<file path="config.mk">
export PLATFORM = sky130hd
export DESIGN_NAME = cyc_aligner
export DESIGN_NICKNAME = d
export VERILOG_FILES = /design/src/rtl/cyc_align_pkg.sv /design/src/rtl/cyc_align_phase.sv /design/src/rtl/cyc_align_ctrl.sv /design/src/rtl/cyc_aligner.sv
export SDC_FILE = /design/constraint.sdc
export NUM_CORES = 1
export LEC_CHECK = 0
export ABC_AREA = 1
export CAP_MARGIN = 20
export CORE_AREA = 2 2 39 41
export DETAILED_ROUTE_END_ITERATION = 16
export DIE_AREA = 0 0 41 43
export DONT_BUFFER_PORTS = 1
export HOLD_SLACK_MARGIN = 0.15
export PLACE_DENSITY = 0.33
export REMOVE_ABC_BUFFERS = 1
export SYNTH_ARGS = -nofsm -noshare
export SYNTH_HDL_FRONTEND = slang
export SYNTH_SLANG_ARGS = --single-unit
</file>
<file path="constraint.sdc">
create_clock -name clk -period 2.58 [get_ports clk]
set_input_delay 0.516 -clock clk [delete_from_list [all_inputs] [get_ports clk]]
set_output_delay 0.516 -clock clk [all_outputs]
set_load 0.01 [all_outputs]
</file>
<file path="src/rtl/cyc_align_pkg.sv">
package cyc_align_pkg;

    typedef enum logic [1:0] {
        ST_IDLE,
        ST_PEND,
        ST_BUSY
    } align_st_e;

    // T-states still to go before the next grid boundary
    function automatic int unsigned wait_states(input int unsigned ph,
                                                input int unsigned grid);
        return (grid - ph) % grid;
    endfunction

endpackage

</file>
<file path="src/rtl/cyc_align_phase.sv">
module cyc_align_phase #(
    parameter int GRID = 4,
    parameter int PH_W = $clog2(GRID)
) (
    input  logic            clk,
    input  logic            rst,
    output logic [PH_W-1:0] phase
);
    localparam logic [PH_W-1:0] LAST = PH_W'(GRID - 1);

    always_ff @(posedge clk) begin
        if (rst)                phase <= '0;
        else if (phase == LAST) phase <= '0;
        else                    phase <= phase + PH_W'(1);
    end
endmodule

</file>
<file path="src/rtl/cyc_align_ctrl.sv">
module cyc_align_ctrl
    import cyc_align_pkg::*;
#(
    parameter int GRID = 4,
    parameter int PH_W = $clog2(GRID)
) (
    input  logic            clk,
    input  logic            rst,
    input  logic            req,
    input  logic [PH_W-1:0] phase,
    output logic            ready,
    output logic            launch
);
    localparam logic [PH_W-1:0] LAST = PH_W'(GRID - 1);

    align_st_e st_q, st_d;
    logic      at_grid;

    assign at_grid = (wait_states(32'(phase), GRID) == 0);

    always_comb begin
        st_d   = st_q;
        ready  = 1'b1;
        launch = 1'b0;
        case (st_q)
            ST_IDLE: begin
                if (req) begin
                    if (at_grid) begin
                        launch = 1'b1;
                        st_d   = ST_BUSY;
                    end else begin
                        ready = 1'b0;
                        st_d  = ST_PEND;
                    end
                end
            end
            ST_PEND: begin
                if (at_grid) begin
                    launch = 1'b1;
                    st_d   = ST_BUSY;
                end else begin
                    ready = 1'b0;
                end
            end
            ST_BUSY: begin
                if (phase == LAST) st_d = ST_IDLE;
            end
            default: st_d = ST_IDLE;
        endcase
    end

    always_ff @(posedge clk) begin
        if (rst) st_q <= ST_IDLE;
        else     st_q <= st_d;
    end
endmodule

</file>
<file path="src/rtl/cyc_aligner.sv">
module cyc_aligner #(
    parameter int GRID = 4,
    parameter int PH_W = $clog2(GRID)
) (
    input  logic            clk,
    input  logic            rst,
    input  logic            cyc_req,
    output logic            ready,
    output logic            launch,
    output logic [PH_W-1:0] phase
);
    cyc_align_phase #(.GRID(GRID), .PH_W(PH_W)) u_phase (
        .clk   (clk),
        .rst   (rst),
        .phase (phase)
    );

    cyc_align_ctrl #(.GRID(GRID), .PH_W(PH_W)) u_ctrl (
        .clk    (clk),
        .rst    (rst),
        .req    (cyc_req),
        .phase  (phase),
        .ready  (ready),
        .launch (launch)
    );
endmodule

</file>
Word-level counts from Yosys, hierarchy flattened

Cells that the tools add are included.

Bits in registers: 4
Word-level logic and storage cells: 24
Input bits: 3
Output and inout port bits: 4

Reduce and logical (&&, ||, !) cells: 4
Muxes and demuxes: 10
Eq/ne operators: 6
Add/subtract/negate cells: 2

Operators by type and width:

| cell                  | number |
|---|---|
| $logic_not A32 Y1     | 1 |
| $mux W2               | 4 |
| $pmux W2 S3           | 1 |
| $eq A2 B2 Y1 const B  | 2 |
| $ne A2 B1 Y1 const B  | 2 |
| $pmux W1 S2           | 2 |
| $mux W1               | 3 |
| $reduce_and A3 Y1     | 1 |
| $add A2 B1 Y2 const B | 1 |
| $eq A2 B1 Y1 const B  | 1 |
| $logic_not A2 Y1      | 1 |
| $ne A2 B2 Y1 const B  | 1 |
| $reduce_or A2 Y1      | 1 |
| $sub A1 B2 Y2 const A | 1 |

Longest topological paths before layout

Gate-level depths: netlist (run 1).

Depth after elaboration: 5
Gate-level depth with buffers: 7
Depth with buffers taken out: 7

Cells and area by module

From an unflattened synthesis (run 1), not the netlist that was laid out.

Cell total of the unflattened synthesis: 28
Area, all modules: 195.2 sq um

Modules (own cells, without submodules):

| module          | instances | cells an instance | area each (sq um) | seq. area each (sq um) |
|---|---|---|---|---|
| cyc_align_ctrl  | 1         | 19                | 120.1             | 40.0 |
| cyc_align_phase | 1         | 9                 | 75.1              | 40.0 |

Worst setup path before layout (run 1)

No wires, ideal clock.

Kind: register to output
Start: reg u_phase.phase[0]
End: out ready
Cell stages (with the launch flop): 5
Data arrival time: 0.952 ns
Slack: 1.112 ns
Required time: 2.064 ns
Buffers on the path: 0
Cell sequence: dfxtp_1 > inv_1 > ha_1 > a21oi_1 > o211ai_1

Longest elaborated chain between the ends: 5

Ends and longest elaborated chain:

| item                   | line                                       | RTL |
|---|---|---|
| start, declared        | cyc_align_phase.sv:7                       | `output logic [PH_W-1:0] phase` |
| start signal, assigned | cyc_align_phase.sv:14                      | `else phase <= phase + PH_W'(1);` |
| $sub A1 B2 Y2 (*)      | cyc_align_pkg.sv:12                        | `return (grid - ph) % grid;` |
| $logic_not A32 Y1 (*)  | cyc_align_ctrl.sv:19                       | `assign at_grid = (wait_states(32'(phase), GRID) == 0);` |
| $mux W1 (*)            | cyc_align_ctrl.sv:28, cyc_align_ctrl.sv:38 |  |
| $mux W1                | cyc_align_ctrl.sv:27                       | `if (req) begin` |
| $pmux W1 S2 (*)        | cyc_align_ctrl.sv:25                       | `case (st_q)` |
| end, declared          | cyc_aligner.sv:8                           | `output logic ready,` |

Every way passes the cells marked *; elsewhere a longest branch is shown, timed or not.

Worst setup path after layout (run 1)

Same ends and word-level chain as after synthesis.

==> results of run 1 <==
[worst max path at each step]
stage                      from    end  slack [ns]  depth (start not counted)
2_1_floorplan  u_phase.phase[0]  ready        1.11                          4
3_3_place_gp   u_phase.phase[0]  ready        1.03                          4
3_5_place_dp   u_phase.phase[0]  ready        1.01                          4
4_1_cts        u_phase.phase[0]  ready        0.75                          4
5_1_grt        u_phase.phase[0]  ready        0.64                          4
6_report       u_phase.phase[0]  ready        0.77                          4
[worst max-delay path: stages, from the launching register on]
cell and delay (ns):
dfxtp_1 0.42, inv_1 0.09, ha_1 0.23, a21oi_1 0.15, o211ai_1 0.16
[power by group through the flow]
| stage | Clock, uW | Sequential (uW) | Combinational, uW |
|---|---|---|---|
| floorplan | 0 | 84.2 | 52.1 |
| global placement | 0 | 86.6 | 61.1 |
| detailed placement | 0 | 86.9 | 61.1 |
| CTS | 80.6 | 85.9 | 61.4 |
| global route | 81.3 | 88.2 | 70.5 |
| finish | 75.3 | 86.0 | 60.3 |
[sequential cells by signal (all words and copies together), names as in the netlist]
name,cells
u_ctrl.st_q,2
u_phase.phase,2
[final cells by class]
type / instances / area [sq um]
Tap cell: 16 / 20.0
Multi-Input combinational cell: 20 / 129
Fill cell: 154 / 1110
Inverter: 6 / 22.5
Sequential cell: 4 / 80.1
Clock buffer: 3 / 22.5
[cells in the final DEF, fill, tap and decap left out, types with 2 or more instances in the layout]
cell type  netlist  layout
nor3_1           2       2
clkbuf_4         0       3
inv_1            4       4
dfxtp_1          4       4
inv_2            2       2
nor2_1           4       4
a21oi_1          3       3
ha_1             3       3
nor3b_1          2       2
[cell families (layout without fill, tap and decap cells)]
group,count (synthesis),after routing,share of synthesized area [%]
AND/OR/NAND/NOR,13,13,29.7
flip-flops,4,4,34.6
adder cells (fa/ha/maj),3,3,16.2
AO/OA/AOI/OAI,4,4,9.73
buffers and inverters,6,9,9.73
[layer usage]
layer  GRT usage (%)  vias to the layer above  part of all wire, %
li1                -                      105                    -
met1            7.07                       91                   40
met2            9.69                        4                   51
met3            3.14                        0                  8.9
met4            8.00                        0                    0
met5               0                        -                    0
[per-stage QoR]
stage / hold WS [ns] / utilization [%] / instances / total power [uW] / cell area [sq um]
final: 0.350 / 19.8 / 49 / 222 / 274
after CTS: 0.339 / 19.8 / 49 / 228 / 274
after global routing: 0.351 / 19.8 / 49 / 240 / 274
after detailed placement: 0.549 / 18.2 / 46 / 148 / 251
after global placement: 0.541 / 18.2 / 46 / 148 / 251
after floorplan: 0.509 / - / 30 / 136 / 231
==> out/metrics.cfg, run 1 <==
[run_status]
outcome=complete, no violations

[power]
leakage_uw=0.000129
power.density_nw_per_um2=809
p_seq_share_pct=38.8
p_int_uw=148
swShare_pct=33.2
clockPowerShare_pct=34.0
peakVddDrop_v=0.000129
combPwrFrac_pct=27.2
switchingPower_uw=73.6

[timing]
layout_min_cycle_time_ns=1.81
tightest_slew_ns=0.395
finalSetupTns_ns=0
skew_ns=0.00343
hold_viol=0
setup_viol=0
fmax_mhz=553
rsz0062_at_grt=false
slew_viol_final=0
fin_ws_ns=0.773
slew_headroom_pct=73.6
final.period_utilization_pct=70.0

[setup_path]
timing.rr.start=u_phase.phase[0]
crit_path_max_fanout=4
end_kind=output pin
path_class=reg -> out
reg2reg_to=u_ctrl.st_q[1]
cp.required_ns=2.06
crit_arrival_ns=1.29
regToRegSetupSlack_ns=1.42
reg2reg_depth=6
cp-start-kind=flip-flop

[yosys]
synth_edf_count=0
synth.distinct_cells=14
synth_top_area_share_pct=34.6
synth.area.top_cells=dfxtp_1, ha_1, a21oi_1
avgSynthCellArea_sq_um=7.72
synthArstFlopShare_pct=0
syn_inst=30
synth_top_area_cell=dfxtp_1
ys_top_cells_by_count=dfxtp_1, inv_1, nor2_1, a21oi_1, ha_1
synthFlopType=dfxtp_1
syn-cell-area_sq_um=231
seq_area_frac_synth_pct=34.6
ys_ff_latch=4
ys.warnings.count=0

[finish]
antenna_cells=0
drive_gt1_share_pct=21.2
area_delta_synth_final_pct=18.4
layout.nets=41

[placement]
hpwl_microns=377
gp_congestion=0.573
place_ws_ns=1.01
portBuffers=0

[clock_tree]
insertion_delay_ns=0.23
holdBufCountCts=0
cts_resized=0
clk_pin_slew_ns=0.04
root_buffer=clkbuf_4
cts.sinks=4
numCtsBuffers=3
cts_tree=done
cts.path.max_buffers=2
htree_levels=1
postCtsSetupBuffers=0

[route]
drt_wl_total_microns=436
drc_errors=0
drtAntennaViolNets=0
vias=200
dr.first_iter.drc_count=0
drt_pre_antenna_iters=1
avgRoutedWirePerCell_microns=8.90
viasPerCell=4.08

[hold_path]
min_delay_worst_endpoint=u_phase.phase[0]
holdCritPathClass=in -> reg
hold_depth=1
hp-start=rst

[global_route]
grt_max_degree=6
grt_pass1_vias=194
antenna_found_initial=0
grt_pass1_wl_microns=765
gr-total-overflow=0
track_usage_pct=7.13

[floorplanning]
die_x_microns=41
dieHeight_microns=43
core_sq_um=1380
start_util_pct=16.7
ioPinCount=7
dieArea_sq_um=1760
rows=14

[flow_run]
maxCapViolations=0

Power figures use the tool's default switching activity.
==> run 2, diff against run 1 <==
==> constraint.sdc (replaced) <==
create_clock -name clk -period 1.8 [get_ports clk]
set_input_delay 0.36 -clock clk [delete_from_list [all_inputs] [get_ports clk]]
set_output_delay 0.36 -clock clk [all_outputs]
set_load 0.01 [all_outputs]
==> run 2 against run 1 <==
Against the previous run:
- largest cell class unchanged
- global-route usage is 0.40 points lower
- critical endpoint unchanged
- sequential power is 42% higher
- combinational power is 46% higher
- setup slack worse by 0.62 ns
- sequential cell count stayed put
- register-to-register slack worse by 0.77 ns
- wire length is 2.5% lower
- sequential share of layout area stayed put
- count of clock-buffer cells in the layout stayed put
- highest routed layer unchanged
==> out/metrics.cfg, run 2 (synthesis results as in run 1) <==
[floorplanning]
start_util_pct=16.7
ioPinCount=7
core_sq_um=1380
rows=14
die_x_microns=41
dieArea_sq_um=1760
dieHeight_microns=43

[setup_path]
critPathSlowestCell=dfxtp_1
cp.required_ns=1.44
crit_arrival_ns=1.28
slowest_delay_ns=0.41
cp-start-kind=flip-flop
reg2reg_depth=7
regToRegSetupSlack_ns=0.65
reg2reg_to=u_ctrl.st_q[0]
setup.worst_path.end=ready
end_kind=output pin
critPathLaunch=u_phase.phase[0]
timing.rr.start=u_phase.phase[0]
crit_path_max_fanout=4
path_class=reg -> out
crit_chain=inv_1 -> ha_1 -> a21oi_1 -> o211ai_1

[route]
vias=199
viasPerCell=4.06
drc_errors=0
met1_length_microns=183
drt_wl_total_microns=425
wl_met2_microns=186
drt_pre_antenna_iters=4
wl_met3_microns=55
maxUsedRoutingLayer=met3
avgRoutedWirePerCell_microns=8.67
dr.first_iter.drc_count=2
drtAntennaViolNets=0

[finish]
drive_gt1_share_pct=21.2
antenna_cells=0
top_regs=u_ctrl.st_q (2), u_phase.phase (2)
finalNonFillerCells=49
most-common-layout-cells=inv_1, nor2_1, dfxtp_1
fin_area_sq_um=274
n_fill_cell=154
area_delta_synth_final_pct=18.4
layout.nets=41

[clock_tree]
insertion_delay_ns=0.23
root_buffer=clkbuf_4
postCtsSetupBuffers=0
cts.path.max_buffers=2
holdBufCountCts=0
numCtsBuffers=3
clk_pin_slew_ns=0.03
cts.sinks=4
htree_levels=1
cts_tree=done
cts_resized=0

[timing]
rsz0062_at_grt=false
layout_min_cycle_time_ns=1.64
hold_viol=0
setup_viol=0
final.period_utilization_pct=91.3
tightest_slew_ns=0.407
skew_ns=0.00174
slew_headroom_pct=72.8
finalSetupTns_ns=0
fmax_mhz=609
slew_viol_final=0

[global_route]
track_usage_pct=6.73
grt_pass1_vias=169
grt_max_degree=6
grt_pass1_wl_microns=703
antenna_found_initial=0
gr-total-overflow=0

[hold_path]
holdCritPathClass=in -> reg

[placement]
gp_congestion=0.664
placedCellCount=46
hpwl_microns=351
placed_cell_area_sq_um=251
portBuffers=0

[power]
power.density_nw_per_um2=1160
leakage_uw=0.000129
peakVddDrop_v=0.000304

[run_status]
outcome=complete, no violations

[flow_run]
maxCapViolations=0

## run 2: cell counts in the layout (fill, tap and decap cells not counted)
No cell type changed its count.
## run 2: routing by layer
| metal | up-vias | GRT usage [%] |
|---|---|---|
| met4 | 0 | 10.0 |
| met1 | 84 | 7.72 |
| met3 | 0 | 3.66 |
| met5 | - | 0 |
| met2 | 9 | 6.56 |
| li1 | 106 | - |
## run 2: critical path, delay by kind of cell, from the launching register on
family | cells | cell delay, ns
adders and majority gates | 1 | 0.24
buffers and inverters | 1 | 0.09
DFF | 1 | 0.41
AOI/OAI and AO/OA | 2 | 0.31
## run 2: layout make-up
cell class	count	area, sq um	area share [%]
multi-input cells	20	129	47.0
clock buffers	3	22.5	8.22
well taps	16	20.0	7.31
inverters	6	22.5	8.22
flip-flops and latches	4	80.1	29.2
## run 2: through the flow
stage | hold slack, ns | utilization, % | total power, uW | setup slack [ns]
floorplan | 0.431 | - | 195 | 0.488
global placement | 0.435 | 18.2 | 214 | 0.406
detailed placement | 0.438 | 18.2 | 212 | 0.394
CTS | 0.188 | 19.8 | 328 | 0.134
global route | 0.184 | 19.8 | 350 | 0.0732
finish | 0.199 | 19.8 | 319 | 0.157
## run 2: power breakdown
part           leakage, uW  total [uW]  internal [uW]  switching [uW]
Sequential       0.0000331         122            103            18.8
Clock            0.0000138         108           74.4            33.9
Combinational    0.0000819        88.0           34.5            53.5
## run 2: how the worst min path moves through the flow
| stage | start | end | slack (ns) | cells past startpoint |
|---|---|---|---|---|
| 3_3_place_gp | rst | u_phase.phase[0] | 0.44 | 1 |
| 4_1_cts | rst | u_phase.phase[0] | 0.19 | 1 |
| 3_5_place_dp | rst | u_phase.phase[0] | 0.44 | 1 |
| 2_1_floorplan | rst | u_phase.phase[0] | 0.43 | 1 |
| 5_1_grt | rst | u_ctrl.st_q[0] | 0.18 | 1 |
| 6_report | rst | u_phase.phase[0] | 0.20 | 1 |
==> run 3, diff against run 2 <==
--- a/config.mk
+++ b/config.mk
@@ -7,9 +7,9 @@
 export LEC_CHECK = 0
 export ABC_AREA = 1
 export CAP_MARGIN = 20
-export CORE_AREA = 2 2 39 41
+export CORE_AREA = 5 5 42 44
 export DETAILED_ROUTE_END_ITERATION = 16
-export DIE_AREA = 0 0 41 43
+export DIE_AREA = 0 0 47 49
 export DONT_BUFFER_PORTS = 1
 export HOLD_SLACK_MARGIN = 0.15
 export PLACE_DENSITY = 0.33
==> run 3 against run 2 <==
Against the previous run:
- setup slack gained 0.0018 ns
- sequential cell count is the same
- via count grew 2.5%
- core utilization shrank 0.25 points
- wire length grew 13%
- register-to-register slack is essentially flat
- clock skew grew 0.0019 ns
- global-route usage shrank 1.5 points
- fmax grew 0.11%
- non-clock buffer count is the same
- first-iteration DRC count shrank 100%
- critical path type unchanged
==> out/metrics.cfg, run 3 (synthesis results as in run 1) <==
[placement]
placedCellCount=46
gp_congestion=0.775
hpwl_microns=413
portBuffers=0
placed_cell_area_sq_um=251

[run_status]
outcome=complete, no violations

[finish]
area_delta_synth_final_pct=18.4
top_regs=u_ctrl.st_q (2), u_phase.phase (2)
post-route-util_pct=19.6
regArea_sq_um=80.1
antenna_cells=0
n_fill_cell=159
drive_gt1_share_pct=21.2
layout.nets=41
most-common-layout-cells=inv_1, nor2_1, dfxtp_1
fin_area_sq_um=274
finalNonFillerCells=49
multi_input_area_sq_um=129

[hold_path]
holdCritPathClass=in -> reg

[power]
power.density_nw_per_um2=1170
leakage_uw=0.000129
peakVddDrop_v=0.000318

[route]
dr.first_iter.drc_count=0
drtAntennaViolNets=0
avgRoutedWirePerCell_microns=9.78
viasPerCell=4.16
vias=204
drc_errors=0
drt_pre_antenna_iters=1
drt_wl_total_microns=479

[clock_tree]
cts.path.max_buffers=2
cts_tree=done
cts_resized=0
clk_pin_slew_ns=0.04
insertion_delay_ns=0.24
htree_levels=1
postCtsSetupBuffers=0
cts.sinks=4
root_buffer=clkbuf_4
holdBufCountCts=0
numCtsBuffers=3

[floorplanning]
ioPinCount=7
dieHeight_microns=49
dieArea_sq_um=2300
rows=14
start_util_pct=16.5
core_sq_um=1400
die_x_microns=47

[timing]
skew_ns=0.00362
tightest_slew_ns=0.402
final.period_utilization_pct=91.2
finalSetupTns_ns=0
rsz0062_at_grt=false
layout_min_cycle_time_ns=1.64
setup_viol=0
slew_viol_final=0
fmax_mhz=609
hold_viol=0
slew_headroom_pct=73.1

[setup_path]
path_class=reg -> out
crit_arrival_ns=1.28
critPathLaunch=u_phase.phase[0]
setup.worst_path.end=ready
end_kind=output pin
reg2reg_to=u_ctrl.st_q[1]
reg2reg_depth=6
cp-start-kind=flip-flop
cp.required_ns=1.44
crit_path_max_fanout=4
regToRegSetupSlack_ns=0.66
slowest_delay_ns=0.41
crit_chain=inv_1 -> ha_1 -> a21oi_1 -> o211ai_1
timing.rr.start=u_phase.phase[0]
critPathSlowestCell=dfxtp_1

[global_route]
track_usage_pct=5.27
antenna_found_initial=0
gr-total-overflow=0
grt_pass1_wl_microns=828
grt_pass1_vias=204
grt_max_degree=6

[flow_run]
maxCapViolations=0

run 3: critical path: cells and delay by family (launching register included):
| kind | cells | cell delay, ns |
|---|---|---|
| flops | 1 | 0.41 |
| compound gates | 2 | 0.31 |
| fa+ha+maj | 1 | 0.24 |
| buf+inv | 1 | 0.09 |
run 3: layout make-up:
type,count,share of cell area [%]
inverter,6,8.22
multi-input combinational,20,47.0
clock buffer,3,8.22
tap,16,7.31
sequential,4,29.2
run 3: how the worst min path moves through the flow:
stage               slack, ns  startpoint  depth (start not counted)               end
floorplan                0.43         rst                          1  u_phase.phase[0]
detailed placement       0.44         rst                          1  u_phase.phase[0]
global placement         0.44         rst                          1  u_phase.phase[0]
CTS                      0.19         rst                          1    u_ctrl.st_q[0]
global route             0.18         rst                          1    u_ctrl.st_q[0]
finish                   0.19         rst                          1    u_ctrl.st_q[0]
run 3: power by group:
part	switching (uW)	total, uW	leakage [uW]	internal, uW
sequential	19.4	123	0.0000331	103
combinational	53.8	88.2	0.0000819	34.4
clock	35.4	110	0.0000138	74.4
total	109	321	0.000129	212
run 3: layer usage:
layer | GRT usage (%) | wire length [microns] | vias to the layer above
met5 | 0 | 0 | -
met4 | 1.38 | 0 | 0
met3 | 5.90 | 73 | 0
met2 | 6.79 | 205 | 8
met1 | 5.69 | 201 | 92
li1 | - | - | 104
run 3: per-stage QoR:
step	power, uW	setup slack, ns	hold WS (ns)
6_report	321	0.159	0.191
2_1_floorplan	195	0.488	0.431
3_3_place_gp	212	0.386	0.435
3_5_place_dp	214	0.384	0.435
5_1_grt	351	0.0150	0.180
4_1_cts	328	0.129	0.186
